## src/rtl/eeprom_tgt_pkg.sv

```systemverilog
package eeprom_tgt_pkg;
  typedef enum logic [2:0] {
    ST_IDLE,
    ST_RX,
    ST_ACK_LO,
    ST_ACK_HI,
    ST_TX,
    ST_CHK
  } tgt_state_e;

  typedef enum logic [1:0] {
    PH_DEV,
    PH_PTR,
    PH_WDATA,
    PH_RDATA
  } tgt_phase_e;
endpackage

```

## src/rtl/i2c_line_sync.sv

```systemverilog
module i2c_line_sync #(
  parameter int STAGES = 2
) (
  input  logic clk_i,
  input  logic rst_ni,
  input  logic scl_i,
  input  logic sda_i,
  output logic scl_o,
  output logic sda_o,
  output logic scl_rise_o,
  output logic scl_fall_o,
  output logic start_o,
  output logic stop_o
);
  logic [STAGES-1:0] scl_sr, sda_sr;
  logic scl_q, sda_q;

  generate
    if (STAGES == 1) begin : g_one
      always_ff @(posedge clk_i or negedge rst_ni) begin
        if (!rst_ni) begin
          scl_sr <= '1;
          sda_sr <= '1;
        end else begin
          scl_sr <= scl_i;
          sda_sr <= sda_i;
        end
      end
    end else begin : g_multi
      always_ff @(posedge clk_i or negedge rst_ni) begin
        if (!rst_ni) begin
          scl_sr <= '1;
          sda_sr <= '1;
        end else begin
          scl_sr <= {scl_sr[STAGES-2:0], scl_i};
          sda_sr <= {sda_sr[STAGES-2:0], sda_i};
        end
      end
    end
  endgenerate

  always_ff @(posedge clk_i or negedge rst_ni) begin
    if (!rst_ni) begin
      scl_q <= 1'b1;
      sda_q <= 1'b1;
    end else begin
      scl_q <= scl_sr[STAGES-1];
      sda_q <= sda_sr[STAGES-1];
    end
  end

  assign scl_o      = scl_sr[STAGES-1];
  assign sda_o      = sda_sr[STAGES-1];
  assign scl_rise_o = scl_o & ~scl_q;
  assign scl_fall_o = ~scl_o & scl_q;
  // START/STOP only while SCL is steadily high
  assign start_o    = ~sda_o & sda_q & scl_o & scl_q;
  assign stop_o     = sda_o & ~sda_q & scl_o & scl_q;
endmodule

```

## src/rtl/eeprom_store.sv

```systemverilog
module eeprom_store #(
  parameter int ADDR_W = 8,
  parameter int DATA_W = 8
) (
  input  logic              clk_i,
  input  logic              rst_ni,
  input  logic              we_i,
  input  logic [ADDR_W-1:0] addr_i,
  input  logic [DATA_W-1:0] wdata_i,
  output logic [DATA_W-1:0] rdata_o
);
  localparam int DEPTH = 1 << ADDR_W;

  logic [DATA_W-1:0] mem_q [DEPTH];

  always_ff @(posedge clk_i or negedge rst_ni) begin
    if (!rst_ni) begin
      for (int i = 0; i < DEPTH; i++) mem_q[i] <= DATA_W'(i);
    end else if (we_i) begin
      mem_q[addr_i] <= wdata_i;
    end
  end

  assign rdata_o = mem_q[addr_i];
endmodule

```

## src/rtl/i2c_eeprom_target.sv

```systemverilog
module i2c_eeprom_target
  import eeprom_tgt_pkg::*;
#(
  parameter logic [2:0] DEV_SEL     = 3'b000,
  parameter int         ADDR_W      = 8,
  parameter int         SYNC_STAGES = 2
) (
  input  logic clk_i,
  input  logic rst_ni,
  input  logic scl_i,
  input  logic sda_i,
  output logic sda_o
);
  localparam int DATA_W = 8;
  localparam int CNT_W  = $clog2(DATA_W);

  logic scl_s, sda_s, scl_rise, scl_fall, start_w, stop_w;

  i2c_line_sync #(.STAGES(SYNC_STAGES)) i_sync (
    .clk_i     (clk_i),
    .rst_ni    (rst_ni),
    .scl_i     (scl_i),
    .sda_i     (sda_i),
    .scl_o     (scl_s),
    .sda_o     (sda_s),
    .scl_rise_o(scl_rise),
    .scl_fall_o(scl_fall),
    .start_o   (start_w),
    .stop_o    (stop_w)
  );

  tgt_state_e        state_q;
  tgt_phase_e        phase_q;
  logic [CNT_W-1:0]  bit_cnt_q;
  logic [DATA_W-1:0] rx_q, tx_q;
  logic [ADDR_W-1:0] ptr_q;
  logic              sda_q;
  logic              mem_we;
  logic [DATA_W-1:0] mem_rdata;

  // store happens on the release edge of the acknowledge in write-data phase
  assign mem_we = !start_w && !stop_w && (state_q == ST_ACK_HI) && scl_fall
                  && (phase_q == PH_WDATA);

  eeprom_store #(.ADDR_W(ADDR_W), .DATA_W(DATA_W)) i_store (
    .clk_i  (clk_i),
    .rst_ni (rst_ni),
    .we_i   (mem_we),
    .addr_i (ptr_q),
    .wdata_i(rx_q),
    .rdata_o(mem_rdata)
  );

  always_ff @(posedge clk_i or negedge rst_ni) begin
    if (!rst_ni) begin
      state_q   <= ST_IDLE;
      phase_q   <= PH_DEV;
      bit_cnt_q <= '0;
      rx_q      <= '0;
      tx_q      <= '0;
      ptr_q     <= '0;
      sda_q     <= 1'b1;
    end else if (start_w) begin
      state_q   <= ST_RX;
      phase_q   <= PH_DEV;
      bit_cnt_q <= '0;
      sda_q     <= 1'b1;
    end else if (stop_w) begin
      state_q <= ST_IDLE;
      phase_q <= PH_DEV;
      sda_q   <= 1'b1;
    end else begin
      unique case (state_q)
        ST_IDLE: sda_q <= 1'b1;
        ST_RX: if (scl_rise) begin
          rx_q      <= {rx_q[DATA_W-2:0], sda_s};
          bit_cnt_q <= bit_cnt_q + 1'b1;
          if (bit_cnt_q == CNT_W'(DATA_W - 1)) state_q <= ST_ACK_LO;
        end
        ST_ACK_LO: if (scl_fall) begin
          sda_q   <= 1'b0;
          state_q <= ST_ACK_HI;
        end
        ST_ACK_HI: if (scl_fall) begin
          sda_q <= 1'b1;
          unique case (phase_q)
            PH_DEV: begin
              if (rx_q[3:1] != DEV_SEL) begin
                state_q <= ST_IDLE;
              end else if (rx_q[0]) begin
                phase_q <= PH_RDATA;
                tx_q    <= mem_rdata;
                ptr_q   <= ptr_q + 1'b1;
                state_q <= ST_TX;
              end else begin
                phase_q <= PH_PTR;
                state_q <= ST_RX;
              end
            end
            PH_PTR: begin
              ptr_q   <= rx_q[ADDR_W-1:0];
              phase_q <= PH_WDATA;
              state_q <= ST_RX;
            end
            PH_WDATA: begin
              ptr_q   <= ptr_q + 1'b1;
              state_q <= ST_RX;
            end
            default: state_q <= ST_IDLE;
          endcase
        end
        ST_TX: if (scl_rise) begin
          sda_q     <= tx_q[DATA_W-1];
          tx_q      <= {tx_q[DATA_W-2:0], 1'b0};
          bit_cnt_q <= bit_cnt_q + 1'b1;
          if (bit_cnt_q == CNT_W'(DATA_W - 1)) state_q <= ST_CHK;
        end
        ST_CHK: if (scl_rise) begin
          // controller acknowledge level is not consulted
          tx_q    <= mem_rdata;
          ptr_q   <= ptr_q + 1'b1;
          state_q <= ST_TX;
        end
        default: state_q <= ST_IDLE;
      endcase
    end
  end

  assign sda_o = sda_q;

  a_r2_start_rx: assert property (@(posedge clk_i) disable iff (!rst_ni)
    start_w |=> (state_q == ST_RX) && (bit_cnt_q == '0) && (phase_q == PH_DEV));

  a_r3_stop_idle: assert property (@(posedge clk_i) disable iff (!rst_ni)
    stop_w |=> (state_q == ST_IDLE) && sda_o);

  a_r4_low_only_ack_or_tx: assert property (@(posedge clk_i) disable iff (!rst_ni)
    !sda_o |-> (state_q == ST_ACK_HI) || (state_q == ST_TX) || (state_q == ST_CHK));

  a_r5_mismatch_idle: assert property (@(posedge clk_i) disable iff (!rst_ni)
    (state_q == ST_ACK_HI && scl_fall && !start_w && !stop_w && phase_q == PH_DEV
     && rx_q[3:1] != DEV_SEL) |=> (state_q == ST_IDLE) && sda_o);

  a_r7_ptr_step_write: assert property (@(posedge clk_i) disable iff (!rst_ni)
    mem_we |=> ptr_q == $past(ptr_q) + ADDR_W'(1));

  a_r8_ptr_step_read: assert property (@(posedge clk_i) disable iff (!rst_ni)
    (state_q == ST_CHK && scl_rise && !start_w && !stop_w)
    |=> (state_q == ST_TX) && (ptr_q == $past(ptr_q) + ADDR_W'(1)));

  a_r9_ptr_kept_on_stop: assert property (@(posedge clk_i) disable iff (!rst_ni)
    (start_w || stop_w) |=> $stable(ptr_q));
endmodule

```

## config.mk

```make
export PLATFORM = sky130hd
export DESIGN_NAME = i2c_eeprom_target
export DESIGN_NICKNAME = d
export VERILOG_FILES = /design/src/rtl/eeprom_tgt_pkg.sv /design/src/rtl/i2c_line_sync.sv /design/src/rtl/eeprom_store.sv /design/src/rtl/i2c_eeprom_target.sv
export SDC_FILE = /design/constraint.sdc
export NUM_CORES = 2
export LEC_CHECK = 0
export BUFFER_PORTS_ARGS = -buffer_cell sky130_fd_sc_hd__buf_2
export CELL_PAD_IN_SITES_DETAIL_PLACEMENT = 2
export CELL_PAD_IN_SITES_GLOBAL_PLACEMENT = 2
export CORE_MARGIN = 4
export CORE_UTILIZATION = 49
export CTS_BUF_LIST = sky130_fd_sc_hd__clkbuf_16
export DETAILED_ROUTE_END_ITERATION = 12
export GPL_TIMING_DRIVEN = 0
export PLACE_DENSITY_LB_ADDON = 0.1
export SLEW_MARGIN = 20
export SYNTH_ARGS = -nofsm -noshare
export SYNTH_HDL_FRONTEND = slang
export SYNTH_HIERARCHICAL = 1
export SYNTH_SLANG_ARGS = --single-unit
```

## constraint.sdc

```tcl
create_clock -name clk_i -period 3.1 [get_ports clk_i]
set_input_delay 0.31 -clock clk_i [delete_from_list [all_inputs] [get_ports clk_i]]
set_output_delay 0.31 -clock clk_i [all_outputs]
set_load 0.02 [all_outputs]
```

* Word level (Yosys, flattened, before mapping)
Cells that the tools add are included.
** Word-level totals
- Bits in registers :: 2087
- Bits in latches :: 0
- Bits in writable memories :: 0
- Memory bits (read-only) :: 0
- Output and inout port bits :: 1
- Memories kept :: 0
** Cells by class
- Add/sub/neg operators :: 2
- Multipliers :: 0
- Div/mod/pow operators :: 0
- Order comparisons :: 2
- Equal/unequal tests :: 27
- Shifts and indexed selects :: 0
- Muxes and demuxes :: 49
- Bitwise operators :: 15
- Reductions and logical operators :: 27
** Operators by type and width (count)
- bitwise mux 2048 bit :: 1
- 2-to-1 mux 8 bit :: 13
- binary-select mux 8 bit (select 8 bit) :: 1
- demux 8 bit (select 8 bit) :: 1
- one-hot mux 8 bit (3 select lines) :: 2
- 2-to-1 mux 3 bit :: 15
- != test 4 bit (second input constant) :: 5
- one-hot mux 3 bit (6 select lines) :: 1
- one-hot mux 8 bit (2 select lines) :: 1
- AND reduction 8 bit :: 2
- 2-to-1 mux 2 bit :: 6
- != test 4 x 3 -> 1 bit (second input constant) :: 3
- AND reduction 4 bit :: 3
- nonzero test 3 bit :: 4
- == test 3 bit (second input constant) :: 3
- greater-or-equal comparator 9 bit (second input constant) :: 1
- < comparator 9 x 1 -> 1 bit (second input constant) :: 1
- != test 3 bit (second input constant) :: 3
- inverter 8 -> 9 bit :: 1
- AND reduction 9 bit :: 1
- adder 8 x 1 -> 8 bit (second input constant) :: 1
- bitwise AND 1 bit :: 8
- != test 2 bit (second input constant) :: 4
- == test 3 x 2 -> 1 bit (second input constant) :: 2
- 20 further kinds :: 39

* Logic depth before layout (Yosys ltp)
- Depth in word-level cells :: 9
- Mapped depth :: 11
- Gate-level depth less buffers :: 8

* By module
The synthesis kept the hierarchy.
** By module, submodules not included
- eeprom_store :: times used 1, cells an instance 5832, area an instance 93992.6 sq um, seq. area each 52530.4 sq um
- i2c_eeprom_target :: times used 1, cells an instance 185, area an instance 2044.5 sq um, seq. area each 827.0 sq um
- i2c_line_sync :: times used 1, cells an instance 10, area an instance 190.2 sq um, seq. area each 157.7 sq um

* Worst setup path before layout
No wires, ideal clock.
- Kind :: reg-to-reg
- Start :: register ptr_q[1]
- End :: register tx_q[3]
- Library setup time :: 0.125 ns
- Arrival time :: 2.712 ns
- Setup slack :: 0.263 ns
- Stages on the path, launching flop included :: 11
- Path buffers :: 3
- Clock period less this slack :: 2.837 ns
- Path through :: dfrtp_1 -> buf_2 -> clkbuf_1 -> buf_1 -> mux4_2 -> a22oi_1 -> a21oi_1 -> o41ai_1 -> nand4_1 -> mux2_2 -> mux2_2
** Between the ends
- Word-level cells in the longest chain between the ends :: 9
** Ends and longest elaborated chain
- from (decl) :: RTL line i2c_eeprom_target.sv:36 : logic [ADDR_W-1:0] ptr_q;
- from (signal assigned) :: RTL line i2c_eeprom_target.sv:93 : ptr_q <= ptr_q + 1'b1;
- from (signal assigned) :: RTL line i2c_eeprom_target.sv:101 : ptr_q <= rx_q[ADDR_W-1:0];
- from (signal assigned) :: RTL line i2c_eeprom_target.sv:106 : ptr_q <= ptr_q + 1'b1;
- inverter 8 -> 9 bit (implied by the code) * :: RTL line eeprom_store.sv:24 : assign rdata_o = mem_q[addr_i];
- binary-select mux 8 bit (select 8 bit) * :: RTL line eeprom_store.sv:24
- 2-to-1 mux 8 bit (implied by the code) * (2 in series) :: RTL line eeprom_store.sv:24
- net mem_rdata[3] :: RTL line i2c_eeprom_target.sv:39 : logic [DATA_W-1:0] mem_rdata;
- 2-to-1 mux 8 bit :: RTL line i2c_eeprom_target.sv:90 : end else if (rx_q[0]) begin
- 2-to-1 mux 8 bit :: RTL line i2c_eeprom_target.sv:88 : if (rx_q[3:1] != DEV_SEL) begin
- 2-to-1 mux 8 bit :: RTL line i2c_eeprom_target.sv:86 : unique case (phase_q)
- 2-to-1 mux 8 bit :: RTL line i2c_eeprom_target.sv:84 : ST_ACK_HI: if (scl_fall) begin
- one-hot mux 8 bit (3 select lines) * :: RTL line i2c_eeprom_target.sv:73 : unique case (state_q)
- to (signal assigned) :: RTL line i2c_eeprom_target.sv:92 : tx_q <= mem_rdata;
- to (signal assigned) :: RTL line i2c_eeprom_target.sv:114 : tx_q <= {tx_q[DATA_W-2:0], 1'b0};
- to (signal assigned) :: RTL line i2c_eeprom_target.sv:120 : tx_q <= mem_rdata;
- to (decl) :: RTL line i2c_eeprom_target.sv:35 : logic [DATA_W-1:0] rx_q, tx_q;
The timed path passes the listed nets; every way through them passes the cells marked *. The select of a mux whose other input is x is not followed.
A chain may end at the register's enable or synchronous reset.

* Worst setup path in the final report
- Start :: register ptr_q[2]
- End :: register tx_q[7]
The elaborated chain is that of the path after synthesis.

==> impl_metrics.ini <==
[power_and_ir_drop]
p_sw_frac = 0.2440
seqPwrFrac = 0.495
p_sw_w = 0.01347
p_comb_frac = 0.015
leakage_nw = 49.81
clock_power_share = 0.490
max-vdd-ir-drop_v = 0.0006038
powerDensity_mw_per_mm2 = 476.3
intPower_w = 0.04174

[clocking]
cts_buffer_depth = 3
cts_tree = built
cts_made_buffers = 224
clk_pin_slew_ps = 70
cts_sinks = 2087
cts-root-buf = clkbuf_16
clk-insertion-delay-late_ps = 900
h-tree-depth = 4

[synth]
synth-seq-area-share = 0.5561
synth_ff_type = dfrtp_1
synth_largest_area_cell = dfstp_2
synth_top_area_frac = 0.2815
syn_area_sq_mm = 0.09623
synth_area_leaders = dfstp_2 28%, dfrtp_1 27%, mux2_2 15%, mux4_2 12%, mux2_1 9.5%
synth_warnings = 6
mappedNetlistNets = 6038
synth_enable_flop_cells = 0
avgSynthCellArea_sq_um = 15.97
ys_seq_elements = 2087
synth_cell_types = 67
synth-async-reset-ratio = 1.000
synthCells = 6027

[outcome]
status = complete, but fails checks
failed_checks = negative hold slack, max-capacitance violations, max-slew violations, negative setup slack

[grt]
grt_pass1_vias = 70680
grt-ovfl-total = 0
grt_usage = 0.3914
grt_max_degree = 143
antenna_found_initial = 49
grt_pass1_wl_mm = 566.0

[setup_path]
critPathArrivalTime_ps = 5390
r2r_start = ptr_q[2]
crit_path_end_kind = register
cp_max_fo = 10
worstSetupStartpointType = register
endpoint = tx_q[7]
ff2ff_setup_slack_ps = -1460
ff2ff_path_depth = 10
critical_path_required_ps = 3930
critical_path_class = register to register
crit_start = ptr_q[2]
r2r_end = tx_q[7]

[timing]
hold_viol = 6
setup_ws_ps = -1462
period_share = 1.472
finalCriticalPeriod_ps = 4562
finalClockSkew_ps = 38.24
tightest_slew_ps = 1832
fin_hold_ws_ps = -4.670
rsz0062_at_grt = yes
fin_tns_setup_ps = -169330
drv_slew = 14
timing.slew.headroom = -0.2211
setup_violations = 1563
fmax_ghz = 0.2192

[placement]
post-dp-hpwl_mm = 254.2
gp_congestion = 0.9265
pre_cts_slack_ps = -2235
portBuffers = 4

[floorplanning]
core_sq_mm = 0.1952
die-area_sq_mm = 0.2035
rows = 162
io_pins = 5
die_h_um = 451.2
die_w_um = 451.2
start_util = 0.4930

[drt]
routed_wirelength_mm = 468.7
via_per_inst = 7.177
drt_iter0_markers = 8003
wl_per_cell_um = 50.07
vias = 67180
firstDrtPassIters = 5
route.detailed.drc = 0
ant_nets = 0

[cells_and_area]
layout_commonest_cell = mux2_2
drive_above_1_share = 0.6377
synthToLayoutAreaGrowth_pct = 20.47
layout_common_cells = 1267 x mux2_2, 1049 x dfrtp_1, 1031 x dfstp_2
final_nets = 6528

[flow_run]
maxCapViolations = 4

[worst_hold_path]
hold_path_class = primary input to asynchronous set/reset pin
[cells in the mapped netlist, types with 11 or more instances]
library cell,instances
mux2_2,1257
dfrtp_1,1056
dfstp_2,1031
mux2_1,815
mux4_2,512
clkbuf_1,348
a22oi_1,259
a21oi_1,135
nor2_2,135
nand2_1,102
buf_2,71
nor2_1,45
nor2_4,37
o41ai_1,32
buf_6,21
buf_1,19
nor2b_1,16
nand3_1,14
buf_4,11
[kinds of logic after synthesis]
logic type	synth area share
AND/OR/NAND/NOR	0.02520
adder cells (fa/ha/maj)	0.0009101
XOR/XNOR	0.0002731
multiplexers	0.3630
flip-flops	0.5561
AO/OA/AOI/OAI	0.03294
buffers and inverters	0.02152
[power by group through the flow]
stage                     Sequential, W  Combinational [W]  Clock, W
after CTS                        0.0273           0.000783    0.0263
final                            0.0273           0.000821    0.0271
after global placement           0.0277           0.000605         0
after global routing             0.0273           0.000904    0.0287
after floorplan                  0.0278          0.0000582         0
after detailed placement         0.0278           0.000777         0
[per-layer routing]
layer | vias to the layer above | GRT usage | wire length [um] | share of wire
met5 | - | 0 | 455 | 0.00097
met4 | 22 | 0.2556 | 46840 | 0.10
met3 | 1999 | 0.1105 | 49550 | 0.11
met2 | 4626 | 0.6133 | 209500 | 0.45
met1 | 36800 | 0.4755 | 162400 | 0.35
li1 | 23740 | - | - | -
[final cells by class]
type	count	area (sq um)
inverters	5	18.77
diodes	18	45.04
well taps	2624	3283
repair buffers	274	4335
fillers	15770	79270
plain buffers	460	3780
clock buffers	229	5731
clock inverters	199	1239
flip-flops and latches	2087	53520
multi-input cells	3465	43970
[worst min path at each step]
| stage | from | endpoint |
|---|---|---|
| after global routing | sda_i | i_sync/sda_sr[0] |
| after detailed placement | rst_ni | i_store/mem_q[1639] |
| after global placement | i_sync/sda_sr[0] | i_sync/sda_sr[1] |
| after CTS | rst_ni | i_store/mem_q[1582] |
| after floorplan | rst_ni | bit_cnt_q[0] |
| final | rst_ni | i_store/mem_q[1550] |
[registers in the layout, indices dropped and copies added (netlist names)]
register,flops
tx_q,8
i_sync/sda_q,1
phase_q,2
ptr_q,8
i_store/mem_q,2048
state_q,3
sda_o,1
i_sync/scl_q,1
i_sync/scl_sr,2
i_sync/sda_sr,2
bit_cnt_q,3
rx_q,8
[critical path, cell delays in order (launching register included)]
cell	delay, ps
dfrtp_2	430
clkbuf_4	250
and2_1	490
buf_8	290
buf_2	460
a22oi_1	210
a21oi_1	1250
o41ai_2	310
nand4_1	250
mux2_2	290
mux2_2	190
[metrics by stage]
stage / hold WS [ps] / area [sq um] / instances / total power, W / util
2_1_floorplan: 14.41 / 96230 / 6027 / 0.02783 / -
3_3_place_gp: 346.9 / 99530 / 8655 / 0.02830 / 0.5099
3_5_place_dp: 340.0 / 100700 / 8702 / 0.02855 / 0.5160
4_1_cts: 21.17 / 112200 / 9204 / 0.05440 / 0.5747
5_1_grt: 73.03 / 115900 / 9348 / 0.05686 / 0.5937
6_report: -4.670 / 115900 / 9361 / 0.05521 / 0.5939
[timing repair]
item	in CTS	in global routing
hold buffers	3	0
cloned	5	13
buffers inserted	72	131
setup endpoints to repair	2056	2227
pin swaps	98	99
resized for setup	866	428
endpoints found under the hold margin	159	0
No activity file was read; power rests on OpenSTA's default activity.
